File: config.mk
export PLATFORM = sky130hd
export DESIGN_NAME = regport_top
export DESIGN_NICKNAME = d
export VERILOG_FILES = /design/src/rtl/regport_pkg.sv /design/src/rtl/regport_sync.sv /design/src/rtl/regport_shifter.sv /design/src/rtl/regport_regfile.sv /design/src/rtl/regport_top.sv
export SDC_FILE = /design/constraint.sdc
export NUM_CORES = 1
export LEC_CHECK = 0
export BUFFER_PORTS_ARGS = -buffer_cell sky130_fd_sc_hd__clkbuf_2
export CAP_MARGIN = 30
export CORE_AREA = 2 2 137 139
export DETAILED_ROUTE_END_ITERATION = 12
export DIE_AREA = 0 0 139 141
export PLACE_DENSITY_LB_ADDON = 0.25
export SETUP_SLACK_MARGIN = 0.15
export SLEW_MARGIN = 20
export SYNTH_ARGS = -nofsm -noshare
export SYNTH_HDL_FRONTEND = slang
export SYNTH_SLANG_ARGS = --single-unit
File: constraint.sdc
create_clock -name clk -period 3.5 [get_ports clk]
set_input_delay 0.7 -clock clk [delete_from_list [all_inputs] [get_ports clk]]
set_output_delay 0.7 -clock clk [all_outputs]
set_load 0.03 [all_outputs]
File: src/rtl/regport_pkg.sv
// Package for the serial register port.
// Holds the phase type and the register address constants.
// Assumes byte-wide registers and a 4-bit address space.
package regport_pkg;

    typedef enum logic {
        PH_INSTR = 1'b0,
        PH_DATA  = 1'b1
    } phase_e;

    localparam int ADDR_W = 4;
    localparam int BYTE_W = 8;
    localparam int LANES  = 3;

    localparam logic [ADDR_W-1:0] A_DAT0 = 4'd0;
    localparam logic [ADDR_W-1:0] A_DAT2 = 4'd2;
    localparam logic [ADDR_W-1:0] A_CTL0 = 4'd4;
    localparam logic [ADDR_W-1:0] A_CTL2 = 4'd6;
    localparam logic [ADDR_W-1:0] A_OFS0 = 4'd8;
    localparam logic [ADDR_W-1:0] A_OFS2 = 4'd10;

    // Bit positions inside control byte 0.
    localparam int CB_LSB_FIRST = 0;
    localparam int CB_THREE_WIRE = 1;

endpackage

File: src/rtl/regport_sync.sv
// Input synchronizer and SCLK edge detector.
// Sends SCLK, chip select and the data line through STAGES flops each,
// then flags the rising and falling edges of the synchronized SCLK.
// Assumes STAGES >= 2 and an SCLK half period of several system clocks.
module regport_sync #(
    parameter int STAGES = 2
) (
    input  logic clk,
    input  logic rst_n,
    input  logic sclk_i,
    input  logic cs_n_i,
    input  logic sdio_i,
    output logic sclk_rise,
    output logic sclk_fall,
    output logic cs_n_s,
    output logic din_s
);
    localparam int NSIG = 3;
    localparam logic [NSIG-1:0] RST_VAL = 3'b110;

    logic [NSIG-1:0] raw;
    logic [NSIG-1:0] stage [STAGES];
    logic            sclk_prev;

    assign raw = {sclk_i, cs_n_i, sdio_i};

    for (genvar s = 0; s < STAGES; s++) begin : g_stage
        if (s == 0) begin : g_first
            // First flop of the chain captures the raw pins.
            always_ff @(posedge clk) begin
                if (!rst_n) stage[s] <= RST_VAL;
                else        stage[s] <= raw;
            end
        end else begin : g_next
            // Each later flop re-samples the previous stage.
            always_ff @(posedge clk) begin
                if (!rst_n) stage[s] <= RST_VAL;
                else        stage[s] <= stage[s-1];
            end
        end
    end

    // Hold the previous synchronized SCLK for edge detection.
    always_ff @(posedge clk) begin
        if (!rst_n) sclk_prev <= 1'b1;
        else        sclk_prev <= stage[STAGES-1][2];
    end

    assign sclk_rise = stage[STAGES-1][2] & ~sclk_prev;
    assign sclk_fall = ~stage[STAGES-1][2] & sclk_prev;
    assign cs_n_s    = stage[STAGES-1][1];
    assign din_s     = stage[STAGES-1][0];

endmodule

File: src/rtl/regport_shifter.sv
// Protocol engine of the serial register port.
// Receives the instruction byte, then moves data bytes to or from the register bank.
// Write bits are sampled on rising SCLK edges; read bits are launched on falling edges.
// Assumes its edge strobes last one cycle and that cs_n_s is synchronized.
module regport_shifter
    import regport_pkg::*;
(
    input  logic              clk,
    input  logic              rst_n,
    input  logic              rise,
    input  logic              fall,
    input  logic              cs_n_s,
    input  logic              din,
    input  logic              lsb_first,
    input  logic [BYTE_W-1:0] rd_data,
    output logic [ADDR_W-1:0] cur_addr,
    output logic              wr_en,
    output logic [BYTE_W-1:0] wr_data,
    output logic              rd_done,
    output logic              rd_active,
    output logic              tx_bit
);
    phase_e            phase;
    logic [2:0]        cnt;
    logic [BYTE_W-1:0] sh;
    logic [BYTE_W-1:0] txb;
    logic [BYTE_W-1:0] rx_next;
    logic [BYTE_W-1:0] tx_cur;
    logic              is_wr;
    logic [1:0]        left;
    logic              byte_end;

    // Next shift value; data bytes follow the bit order, the instruction is always MSB-first.
    assign rx_next  = (phase == PH_DATA && lsb_first) ? {din, sh[BYTE_W-1:1]}
                                                      : {sh[BYTE_W-2:0], din};
    assign byte_end = rise && !cs_n_s && (cnt == 3'd7);
    assign wr_en    = byte_end && (phase == PH_DATA) && is_wr;
    assign rd_done  = byte_end && (phase == PH_DATA) && !is_wr;
    assign wr_data  = rx_next;
    assign rd_active = (phase == PH_DATA) && !is_wr && !cs_n_s;
    assign tx_cur   = (cnt == 3'd0) ? rd_data : txb;

    // Shift input, count bits, decode the instruction and walk the address.
    always_ff @(posedge clk) begin
        if (!rst_n) begin
            phase    <= PH_INSTR;
            cnt      <= 3'd0;
            sh       <= '0;
            is_wr    <= 1'b0;
            left     <= 2'd0;
            cur_addr <= '0;
        end else if (cs_n_s) begin
            phase <= PH_INSTR;
            cnt   <= 3'd0;
        end else if (rise) begin
            sh  <= rx_next;
            cnt <= cnt + 3'd1;
            if (cnt == 3'd7) begin
                if (phase == PH_INSTR) begin
                    is_wr    <= rx_next[7];
                    left     <= (rx_next[6:5] == 2'd3) ? 2'd2 : rx_next[6:5];
                    cur_addr <= rx_next[ADDR_W-1:0];
                    phase    <= PH_DATA;
                end else begin
                    cur_addr <= cur_addr + 1'b1;
                    if (left == 2'd0) phase <= PH_INSTR;
                    else              left  <= left - 2'd1;
                end
            end
        end
    end

    // Launch read bits on falling edges; the byte is fetched at its first bit.
    always_ff @(posedge clk) begin
        if (!rst_n) begin
            txb    <= '0;
            tx_bit <= 1'b0;
        end else if (fall && !cs_n_s && phase == PH_DATA && !is_wr) begin
            if (cnt == 3'd0) txb <= rd_data;
            tx_bit <= lsb_first ? tx_cur[cnt] : tx_cur[3'd7 - cnt];
        end
    end


    cnt_hold_chk: assert property (@(posedge clk) disable iff (!rst_n)
        (!rise && !cs_n_s) |=> $stable(cnt));


    tx_on_fall_chk: assert property (@(posedge clk) disable iff (!rst_n)
        !fall |=> $stable(tx_bit));

endmodule

File: src/rtl/regport_regfile.sv
// Register bank of the serial register port.
// Holds the data output word, the control register and the offset register,
// and keeps the active-low data-ready flag.
// Assumes at most one write per clock and byte-wide access.
module regport_regfile
    import regport_pkg::*;
#(
    parameter int          DATA_W    = 24,
    parameter logic [7:0]  NOTCH_DEF = 8'h50
) (
    input  logic              clk,
    input  logic              rst_n,
    input  logic              wr_en,
    input  logic [ADDR_W-1:0] addr,
    input  logic [BYTE_W-1:0] wr_data,
    input  logic              rd_done,
    output logic [BYTE_W-1:0] rd_data,
    input  logic [DATA_W-1:0] conv_data,
    input  logic              conv_valid,
    output logic              lsb_first,
    output logic              three_wire,
    output logic              drdy_n,
    output logic [DATA_W-1:0] ctrl,
    output logic [DATA_W-1:0] offs
);
    localparam int NB = DATA_W / BYTE_W;
    localparam logic [DATA_W-1:0] CTL_DEF = {NOTCH_DEF, {(DATA_W-BYTE_W){1'b0}}};

    logic [DATA_W-1:0] dat_q;
    logic [DATA_W-1:0] ctl_q;
    logic [DATA_W-1:0] ofs_q;
    logic [ADDR_W-1:0] ctl_idx;
    logic [ADDR_W-1:0] ofs_idx;
    logic [ADDR_W-1:0] dat_idx;

    assign ctl_idx = addr - A_CTL0;
    assign ofs_idx = addr - A_OFS0;
    assign dat_idx = A_DAT2 - addr;

    // Store byte writes into the control and offset lanes.
    always_ff @(posedge clk) begin
        if (!rst_n) begin
            ctl_q <= CTL_DEF;
            ofs_q <= '0;
        end else if (wr_en) begin
            for (int b = 0; b < NB; b++) begin
                if (ctl_idx == ADDR_W'(b)) ctl_q[b*BYTE_W +: BYTE_W] <= wr_data;
                if (ofs_idx == ADDR_W'(b)) ofs_q[b*BYTE_W +: BYTE_W] <= wr_data;
            end
        end
    end

    // Capture each converter word and manage the data-ready flag.
    always_ff @(posedge clk) begin
        if (!rst_n) begin
            dat_q  <= '0;
            drdy_n <= 1'b1;
        end else if (conv_valid) begin
            dat_q  <= conv_data;
            drdy_n <= 1'b0;
        end else if (rd_done && addr == A_DAT2) begin
            drdy_n <= 1'b1;
        end
    end

    // Read mux: data word is high byte first, register lanes are low byte first.
    always_comb begin
        rd_data = '0;
        for (int b = 0; b < NB; b++) begin
            if (ctl_idx == ADDR_W'(b)) rd_data = ctl_q[b*BYTE_W +: BYTE_W];
            if (ofs_idx == ADDR_W'(b)) rd_data = ofs_q[b*BYTE_W +: BYTE_W];
            if (dat_idx == ADDR_W'(b)) rd_data = dat_q[b*BYTE_W +: BYTE_W];
        end
    end

    assign lsb_first  = ctl_q[CB_LSB_FIRST];
    assign three_wire = ctl_q[CB_THREE_WIRE];
    assign ctrl       = ctl_q;
    assign offs       = ofs_q;


    reset_default_chk: assert property (@(posedge clk)
        !rst_n |=> (ctl_q == CTL_DEF && ofs_q == '0 && drdy_n));


    drdy_set_chk: assert property (@(posedge clk) disable iff (!rst_n)
        conv_valid |=> !drdy_n);


    drdy_clear_chk: assert property (@(posedge clk) disable iff (!rst_n)
        (rd_done && addr == A_DAT2 && !conv_valid) |=> drdy_n);

endmodule

File: src/rtl/regport_top.sv
// Top level of the instruction-byte serial register port.
// Connects the synchronizer, the protocol engine and the register bank,
// and steers read data to SDIO (2-wire) or SDO (3-wire).
// Assumes SCLK is an input from the host with a half period of at least four clocks.
module regport_top
    import regport_pkg::*;
#(
    parameter int         DATA_W      = 24,
    parameter int         SYNC_STAGES = 2,
    parameter logic [7:0] NOTCH_DEF   = 8'h50
) (
    input  logic              clk,
    input  logic              rst_n,
    input  logic              sclk_i,
    input  logic              cs_n_i,
    input  logic              sdio_i,
    output logic              sdio_o,
    output logic              sdio_oe,
    output logic              sdo_o,
    input  logic [DATA_W-1:0] conv_data_i,
    input  logic              conv_valid_i,
    output logic              drdy_n_o,
    output logic [DATA_W-1:0] ctrl_o,
    output logic [DATA_W-1:0] offs_o
);
    logic              rise;
    logic              fall;
    logic              cs_n_s;
    logic              din_s;
    logic              lsb_first;
    logic              three_wire;
    logic [BYTE_W-1:0] rd_data;
    logic [ADDR_W-1:0] cur_addr;
    logic              wr_en;
    logic [BYTE_W-1:0] wr_data;
    logic              rd_done;
    logic              rd_active;
    logic              tx_bit;

    regport_sync #(.STAGES(SYNC_STAGES)) sync_i (
        .clk       (clk),
        .rst_n     (rst_n),
        .sclk_i    (sclk_i),
        .cs_n_i    (cs_n_i),
        .sdio_i    (sdio_i),
        .sclk_rise (rise),
        .sclk_fall (fall),
        .cs_n_s    (cs_n_s),
        .din_s     (din_s)
    );

    regport_shifter shift_i (
        .clk       (clk),
        .rst_n     (rst_n),
        .rise      (rise),
        .fall      (fall),
        .cs_n_s    (cs_n_s),
        .din       (din_s),
        .lsb_first (lsb_first),
        .rd_data   (rd_data),
        .cur_addr  (cur_addr),
        .wr_en     (wr_en),
        .wr_data   (wr_data),
        .rd_done   (rd_done),
        .rd_active (rd_active),
        .tx_bit    (tx_bit)
    );

    regport_regfile #(.DATA_W(DATA_W), .NOTCH_DEF(NOTCH_DEF)) regs_i (
        .clk        (clk),
        .rst_n      (rst_n),
        .wr_en      (wr_en),
        .addr       (cur_addr),
        .wr_data    (wr_data),
        .rd_done    (rd_done),
        .rd_data    (rd_data),
        .conv_data  (conv_data_i),
        .conv_valid (conv_valid_i),
        .lsb_first  (lsb_first),
        .three_wire (three_wire),
        .drdy_n     (drdy_n_o),
        .ctrl       (ctrl_o),
        .offs       (offs_o)
    );

    // Pin steering for read data.
    assign sdio_o  = tx_bit;
    assign sdio_oe = rd_active && !three_wire;
    assign sdo_o   = rd_active && three_wire && tx_bit;


    no_write_in_read_chk: assert property (@(posedge clk) disable iff (!rst_n)
        sdio_oe |-> !wr_en);

endmodule

==> summary.md, run 1 <==
| Metric | Value |
|---|---|
| Leak pwr | `about 2.7 nW` |
| CTS sink count | `~110` |
| Final Setup Violations | `0` |
| Layout cells sized above 1 | `between 15 and 20%` |
| Sequential-to-total area share from yosys stat | `around 40%` |
| Drt drc | `0` |
| Final min period | `about 3.1 ns` |
| Cell area after synthesis | `roughly 5400 µm²` |
| Port Buf Inserts | `a little over 80` |
| Routed Wire Length | `between 15000 and 20000 µm` |
| FILL cells | `around 1900` |
| Comb pwr share | `4.3%` |
| Worst setup path class | `register to register` |
| Cell area power density | `about 400 nW/µm²` |
| Final GP Congestion | `approximately 0.9` |
| Wire per inst | `approximately 19 µm` |
| Fin worst setup slack | `between 0.3 and 0.4 ns` |
| Final Hold Viols | `0` |
| Reg2Reg Setup Slack | `just under 0.4 ns` |
| Number of distinct library cells after synthesis | `60` |
| Slew margin rel. | `a little over a third` |
| Post-CTS setup buffers | `0` |
| Sequential power share | `49.7%` |
| Vias in the first global route | `~4600` |
| Initial antenna violation count | `0` |
| Post-synthesis net count | `about 650` |
| Root buffer cell | `clkbuf_16` |
| Die height | `141 µm` |
| RSZ-0062 raised after global routing | `no` |
| Worst Hold Endpoint | `sync_i.stage[1][2]$_SDFF_PN1_` |
| Post-synth EDFFs | `0` |
| Max Clock Skew | `between 0.01 and 0.015 ns` |
| Final core utilization | `34.77%` |
| Seq. cell area | `~2200 µm²` |
| Hold WC Path Type | `register to register` |
| Hold path cells | `1` |
| Area of the multi-input gates | `~2900 µm²` |
| Worst hold start | `sync_i.stage[0][2]$_SDFF_PN1_` |
| Post-CTS sizing | `0` |
| Top_reg_cell synth | `dfxtp_1` |
| Internal | `1.947 mW` |
| DP HPWL | `13310 µm` |
| Status | `complete, no violations` |
| Clock Path Buffers | `2` |
| Peak supply drop | `around 0.29 mV` |
| Top Ports | `82` |
| FF-to-FF Start | `shift_i.cur_addr[1]$_SDFFE_PN0P_` |
| Congestion Overflow GR | `0` |
| P_sw | `0.6000 mW` |
| CTS Buf Count | `9` |
| Maxcap violations | `0` |
| Die area | `19600 µm²` |
| Placed cell areas | `~6000 µm²` |
| Final std cell area, no fill | `6351 µm²` |
| Drt first-iter violations | `~390` |
| Async SR Flop Fraction | `0%` |
| Core Region | `approximately 18000 µm²` |
| Setup crit start kind | `register` |
| Final period util | `around nine tenths` |
| Drt pass-1 iters | `5` |
| Reg2reg end | `shift_i.tx_bit$_SDFFE_PN0P_` |
| Antenna diodes | `0` |
| Worst skew pair latency | `0.37 ns` |
| Worst Reg-to-Reg Cells | `11` |
| Post-Synthesis Cells | `around 610` |
| Worst-path clk slew | `0.08 ns` |
| Yosys reg bits | `108` |
| First-pass GRT wire length | `approximately 27000 µm` |
| CP cell instances | `ha_1 > nand3_1 > o41ai_4 > buf_4 > and2_1 > o2111ai_1 > a31oi_1 > o221ai_1 > a211oi_1 > a211o_1 > o211ai_2` |
| CTS H-Tree Depth | `3` |
| Hold slack final | `around 0.41 ns` |
| Pin count of the biggest net entering global routing | `42` |
| Max Fclk | `around 0.32 GHz` |
| Total power | `between 2 and 3 mW` |
| Warnings from Yosys | `0` |
| Antenna-violating nets left | `0` |
| Final Non-Filler Cells | `slightly above 900` |
| Clock power share | `a little under half` |
| Number of vias per cell | `approximately 5.3` |
| Slew at the pin closest to its max-slew limit | `between 0.9 and 1 ns` |
| Crit path largest cell delay | `0.54 ns` |
| CP delay by family, top | `compound AO/OA/AOI/OAI gates` |
| Dpl ws | `between 0.4 and 0.5 ns` |
| CP max FO | `13` |
| Syn_area_per_cell | `roughly 9 µm²` |
| Total GRT Usage | `a little under a fifth` |
| CTS tree | `done` |
| Initial Util | `29.33%` |
| Sw Ratio | `23.56%` |
| Critical path buffers and inverters | `1` |
| Setup TNS | `0 ns` |
| CP max stage cell | `dfxtp_1` |
| Final net count | `718` |
| Standard-cell rows | `50` |
| Critical path required time | `roughly 3.8 ns` |
| Cells after DPL | `900` |
| Die X | `roughly 140 µm` |
| Final Max Tran Viols | `0` |
| Vias | `~5000` |
| Worst setup EP type | `register` |
| Cts hold-fix bufs | `0` |
| Area grow syn2layout | `18.54%` |
| Crit path DAT | `around 3.4 ns` |
[placed cells by master, fill, tap and decap left out, drive strengths merged, types with 3 or more instances in the layout]
master,synthesis,layout
clkbuf,33,90
nor2b,30,30
o21ai,19,19
a211oi,43,43
o22ai,16,16
nand2,55,55
nor2,69,69
a31oi,7,7
and3,5,5
ha,11,11
buf,11,21
nand3,13,13
o211a,23,23
nor3b,4,4
and2,7,7
a21oi,18,18
mux2i,36,36
o221ai,6,6
a2111oi,3,3
a22o,6,6
o211ai,5,5
nand3b,5,5
a22oi,6,6
dfxtp,108,108
nand2b,9,9
inv,14,19
nor3,8,8
nand4,4,4
[sequential cells by signal (all words and copies together), names as in the netlist, 2 cells and up]
name              count
regs_i.offs          24
shift_i.cur_addr      4
regs_i.ctrl          24
shift_i.txb           8
regs_i.dat_q         24
shift_i.cnt           3
shift_i.left          2
sync_i.stage          6
shift_i.sh            8
[logic make-up (layout without fill, tap and decap cells)]
logic type | Yosys count | in the layout | synth area share (%)
fa+ha+maj | 11 | 11 | 2.569
xor+xnor | 1 | 1 | 0.1635
flops | 108 | 108 | 40.35
mux | 37 | 37 | 6.936
simple gates | 218 | 218 | 19.90
buf+inv | 58 | 132 | 4.694
compound gates | 175 | 175 | 25.39
[final cells by class]
class / instances / share of cell area, %
clock inverters: 7 / 1.753
flip-flops and latches: 108 / 34.04
inverters: 14 / 0.8274
well taps: 234 / 4.610
repair buffers: 102 / 8.865
multi-input cells: 442 / 46.36
clock buffers: 9 / 3.546
[synth_stat cells (all sizes together), types with 2 or more instances]
cell     count  share of area, %
buf         11               1.4
ha          11               2.6
inv         14              0.98
o21ai       19               1.8
a211oi      43               6.2
a21boi       2              0.28
o22ai       16               1.9
nand3b       5              0.70
a31oi        7              0.82
a211o        2              0.33
a2111oi      3              0.61
a22oi        6              0.84
and3b        2              0.33
nor3         8              0.84
or3          2              0.23
nor2        69               4.8
o311ai       2              0.33
nor3b        4              0.56
and2         7              0.82
nor4bb       2              0.37
nand3       13               1.2
and3         5              0.58
clkbuf      33               2.3
o211ai       5              0.79
mux2i       36               6.7
nand2b       9               1.1
a311oi       2              0.56
o221ai       6              0.98
nand4        4              0.47
nand2       55               3.9
a21oi       18               1.7
o22a         2              0.33
a22o         6              0.98
a221oi       2              0.33
and4         2              0.33
o211a       23               4.3
o2111ai      2              0.33
nor2b       30               3.5
dfxtp      108                40
[worst max-delay path by stage]
stage / start / endpoint / slack, ns / cells past startpoint
after global routing: shift_i.cur_addr[1]$_SDFFE_PN0P_ / shift_i.tx_bit$_SDFFE_PN0P_ / 0.16 / 11
final: shift_i.cur_addr[1]$_SDFFE_PN0P_ / shift_i.tx_bit$_SDFFE_PN0P_ / 0.40 / 11
after global placement: shift_i.cur_addr[3]$_SDFFE_PN0P_ / shift_i.tx_bit$_SDFFE_PN0P_ / 0.56 / 10
after detailed placement: shift_i.cur_addr[1]$_SDFFE_PN0P_ / shift_i.tx_bit$_SDFFE_PN0P_ / 0.48 / 11
after floorplan: shift_i.cur_addr[1]$_SDFFE_PN0P_ / shift_i.tx_bit$_SDFFE_PN0P_ / 1.02 / 10
after CTS: shift_i.cur_addr[1]$_SDFFE_PN0P_ / shift_i.tx_bit$_SDFFE_PN0P_ / 0.46 / 11
[metal layers]
| metal | GRT usage [%] | share of wire (%) |
|---|---|---|
| met1 | 25.98 | 48 |
| met2 | 27.22 | 44 |
| met3 | 3.261 | 5.8 |
| met4 | 6.007 | 1.9 |
| met5 | 0 | 0 |
[power groups by stage]
stage	combinational [mW]	sequential (mW)	clock, mW
2_1_floorplan	0.0729	1.29	0
3_3_place_gp	0.109	1.29	0
3_5_place_dp	0.111	1.29	0
4_1_cts	0.111	1.27	1.20
5_1_grt	0.122	1.27	1.25
6_report	0.110	1.27	1.17
(Power assumes the default switching activity.)
==> inputs of run 2 (changes only) <==
--- a/config.mk
+++ b/config.mk
@@ -10,9 +10,9 @@
 export CORE_AREA = 2 2 137 139
 export DETAILED_ROUTE_END_ITERATION = 12
 export DIE_AREA = 0 0 139 141
+export MAX_ROUTING_LAYER = met4
 export PLACE_DENSITY_LB_ADDON = 0.25
 export SETUP_SLACK_MARGIN = 0.15
-export SLEW_MARGIN = 20
 export SYNTH_ARGS = -nofsm -noshare
 export SYNTH_HDL_FRONTEND = slang
 export SYNTH_SLANG_ARGS = --single-unit
==> run 2 against run 1 <==
Net effect: sequential power barely moved; non-clock buffer count rose by 2; count of clock-buffer cells in the layout did not move; highest routed layer unchanged; sequential share of layout area did not move; critical endpoint unchanged; hold slack improved by 0.00095 ns; first-iteration DRC count fell by 14%; clock skew barely moved; largest cell class unchanged; flip-flop and latch count did not move; register-to-register slack got worse by 0.05 ns; largest power group unchanged; design area did not move.
==> summary.md, run 2 (synthesized netlist as in run 1, its figures left out) <==
| Metric | Value |
|---|---|
| Status | `complete, no violations` |
| Initial antenna violation count | `1 (+1)` |
| Final Max Tran Viols | `0 (unchanged)` |
| CTS H-Tree Depth | `3 (unchanged)` |
| Maxcap violations | `0 (unchanged)` |
| Cell depth of the worst setup path | `10 (-1)` |
| Cts hold-fix bufs | `0 (unchanged)` |
| Final Setup Violations | `0 (unchanged)` |
| Pin count of the biggest net entering global routing | `67 (+60%)` |
| Cell area power density | `387.7 nW/µm² (-3.3%)` |
| Crit path largest cell delay | `0.63 ns (+0.09 ns)` |
| Drt pass-1 iters | `4 (-1)` |
| FF-to-FF Start | `shift_i.cur_addr[1]$_SDFFE_PN0P_` |
| Routed Wire Length | `17570 µm (-0.80%)` |
| Standard-cell rows | `50 (unchanged)` |
| Die height | `141 µm (unchanged)` |
| Die X | `139 µm (unchanged)` |
| Top Ports | `82 (unchanged)` |
| Core Region | `18270 µm² (unchanged)` |
| Final GP Congestion | `0.9017 (+0.40%)` |
| Crit path DAT | `3.41 ns (+0.05 ns)` |
| Total power | `2.463 mW (-3.3%)` |
| Drt drc | `0 (unchanged)` |
| Worst setup path class | `register to register` |
| Number of vias per cell | `5.281 (-1.1%)` |
| Die area | `19600 µm² (unchanged)` |
| Wire per inst | `19.12 µm (-1.1%)` |
| CP delay by family, top | `compound AO/OA/AOI/OAI gates` |
| Port Buf Inserts | `81 (unchanged)` |
| Max Clock Skew | `0.01329 ns (+0.00009110 ns)` |
| Clock Path Buffers | `2 (unchanged)` |
| Final net count | `720 (+0.28%)` |
| Reg2reg end | `shift_i.tx_bit$_SDFFE_PN0P_` |
| Final Hold Viols | `0 (unchanged)` |
| Peak supply drop | `0.2348 mV (-18%)` |
| CTS Buf Count | `9 (unchanged)` |
| Drt first-iter violations | `332 (-14%)` |
| Worst Reg-to-Reg Cells | `10 (-1)` |
| Reg2Reg Setup Slack | `0.35 ns (-0.05 ns)` |
| CP cell instances | `ha_1 > o41ai_4 > buf_4 > a211oi_1 > a2111oi_2 > nor3_2 > a211oi_2 > o22a_1 > a211o_1 > o211ai_2` |
| RSZ-0062 raised after global routing | `no` |
| CTS tree | `done` |
| Worst skew pair latency | `0.37 ns (about the same)` |
| Layout cells sized above 1 | `19.74% (+0.38 points)` |
| Worst setup EP type | `register` |
| CP max FO | `18 (+5)` |
| Final period util | `90.13% (+1.5 points)` |
| Max Fclk | `0.3170 GHz (-1.6%)` |
| Congestion Overflow GR | `0 (unchanged)` |
| Initial Util | `29.33% (unchanged)` |
| Final min period | `3.154 ns (+0.05115 ns)` |
| Hold slack final | `0.4154 ns (+0.0009480 ns)` |
| CP max stage cell | `o41ai_4` |
| Critical path buffers and inverters | `1 (unchanged)` |
| Hold WC Path Type | `register to register` |
| CTS sink count | `108 (unchanged)` |
| Slew margin rel. | `27.03% (-9.1 points)` |
| Slew at the pin closest to its max-slew limit | `1.064 ns (+0.1323 ns)` |
| Area grow syn2layout | `18.54% (unchanged)` |
| Critical path capture point | `shift_i.tx_bit$_SDFFE_PN0P_` |
| Worst-path clk slew | `0.08 ns (about the same)` |
| Critical path required time | `3.75 ns (about the same)` |
| Leak pwr | `2.722 nW (about the same)` |
| Setup crit start kind | `register` |
| DP HPWL | `13310 µm (about the same)` |
| Vias in the first global route | `4704 (+1.7%)` |
| Total GRT Usage | `18.68% (+0.64 points)` |
| Worst Setup SP | `shift_i.cur_addr[1]$_SDFFE_PN0P_` |
| Root buffer cell | `clkbuf_16` |
| Antenna-violating nets left | `0 (unchanged)` |
| Most frequent cells in the layout | `dfxtp_1, clkbuf_2, nor2_1` |
| Setup TNS | `0 ns (unchanged)` |
| First-pass GRT wire length | `27400 µm (+0.15%)` |
| Vias | `4853 (-0.76%)` |
| Commonest non-fill, non-tap cell in the layout | `dfxtp_1` |
[run 2: metal layers]
| layer | share of wire [%] | track usage (%) |
|---|---|---|
| met5 | 0 | - |
| met4 | 1.6 | 5.157 |
| met3 | 4.6 | 3.804 |
| met2 | 44 | 27.72 |
| met1 | 49 | 25.88 |
[run 2: power breakdown]
| part | internal, mW | switching (mW) | leakage [nW] |
|---|---|---|---|
| registers | 1.25 | 0.0170 | 0.876 |
| logic | 0.0499 | 0.0597 | 1.69 |
| clock network | 0.574 | 0.513 | 0.155 |
| total | 1.87 | 0.589 | 2.72 |
[run 2: layout make-up]
cell class | instances | area [µm²]
Antenna cell | 1 | 2.502
Clock buffer | 9 | 225.2
Clock inverter | 7 | 92.59
Fill cell | 1913 | 11920
Inverter | 14 | 52.55
Multi-Input combinational cell | 442 | 2945
Sequential cell | 108 | 2162
Tap cell | 234 | 292.8
Timing Repair Buffer | 104 | 578.1
[run 2: worst reg2reg max path, cell delays in order, from the launching register on]
cell and delay, ns:
dfxtp_1 0.42, ha_1 0.34, o41ai_4 0.63, buf_4 0.33, a211oi_1 0.12, a2111oi_2 0.38, nor3_2 0.11, a211oi_2 0.30
o22a_1 0.20, a211o_1 0.13, o211ai_2 0.08
[run 2: what timing repair did]
action,4_1_cts,5_1_grt
endpoints found under the setup margin,0,1
resized for setup,0,1
buffers inserted,0,0
[run 2: worst min-delay path by stage]
stage	slack, ns	to	cells past startpoint	from
6_report	0.42	sync_i.stage[1][1]$_SDFF_PN1_	1	sync_i.stage[0][1]$_SDFF_PN1_
5_1_grt	0.44	sync_i.stage[1][1]$_SDFF_PN1_	1	sync_i.stage[0][1]$_SDFF_PN1_
4_1_cts	0.42	sync_i.stage[1][1]$_SDFF_PN1_	1	sync_i.stage[0][1]$_SDFF_PN1_
3_5_place_dp	0.40	sync_i.stage[1][1]$_SDFF_PN1_	1	sync_i.stage[0][1]$_SDFF_PN1_
3_3_place_gp	0.40	sync_i.stage[1][2]$_SDFF_PN1_	1	sync_i.stage[0][2]$_SDFF_PN1_
2_1_floorplan	0.39	sync_i.stage[1][1]$_SDFF_PN1_	1	sync_i.stage[0][1]$_SDFF_PN1_
[run 2: metrics by stage]
step / instance area [µm²] / util [%] / setup WS, ns / std cells
2_1_floorplan: 5358 / - / 1.017 / 608
3_3_place_gp: 6030 / 33.01 / 0.4325 / 902
3_5_place_dp: 6030 / 33.01 / 0.4014 / 902
4_1_cts: 6347 / 34.75 / 0.3641 / 918
5_1_grt: 6351 / 34.77 / 0.2053 / 919
6_report: 6351 / 34.77 / 0.3455 / 919
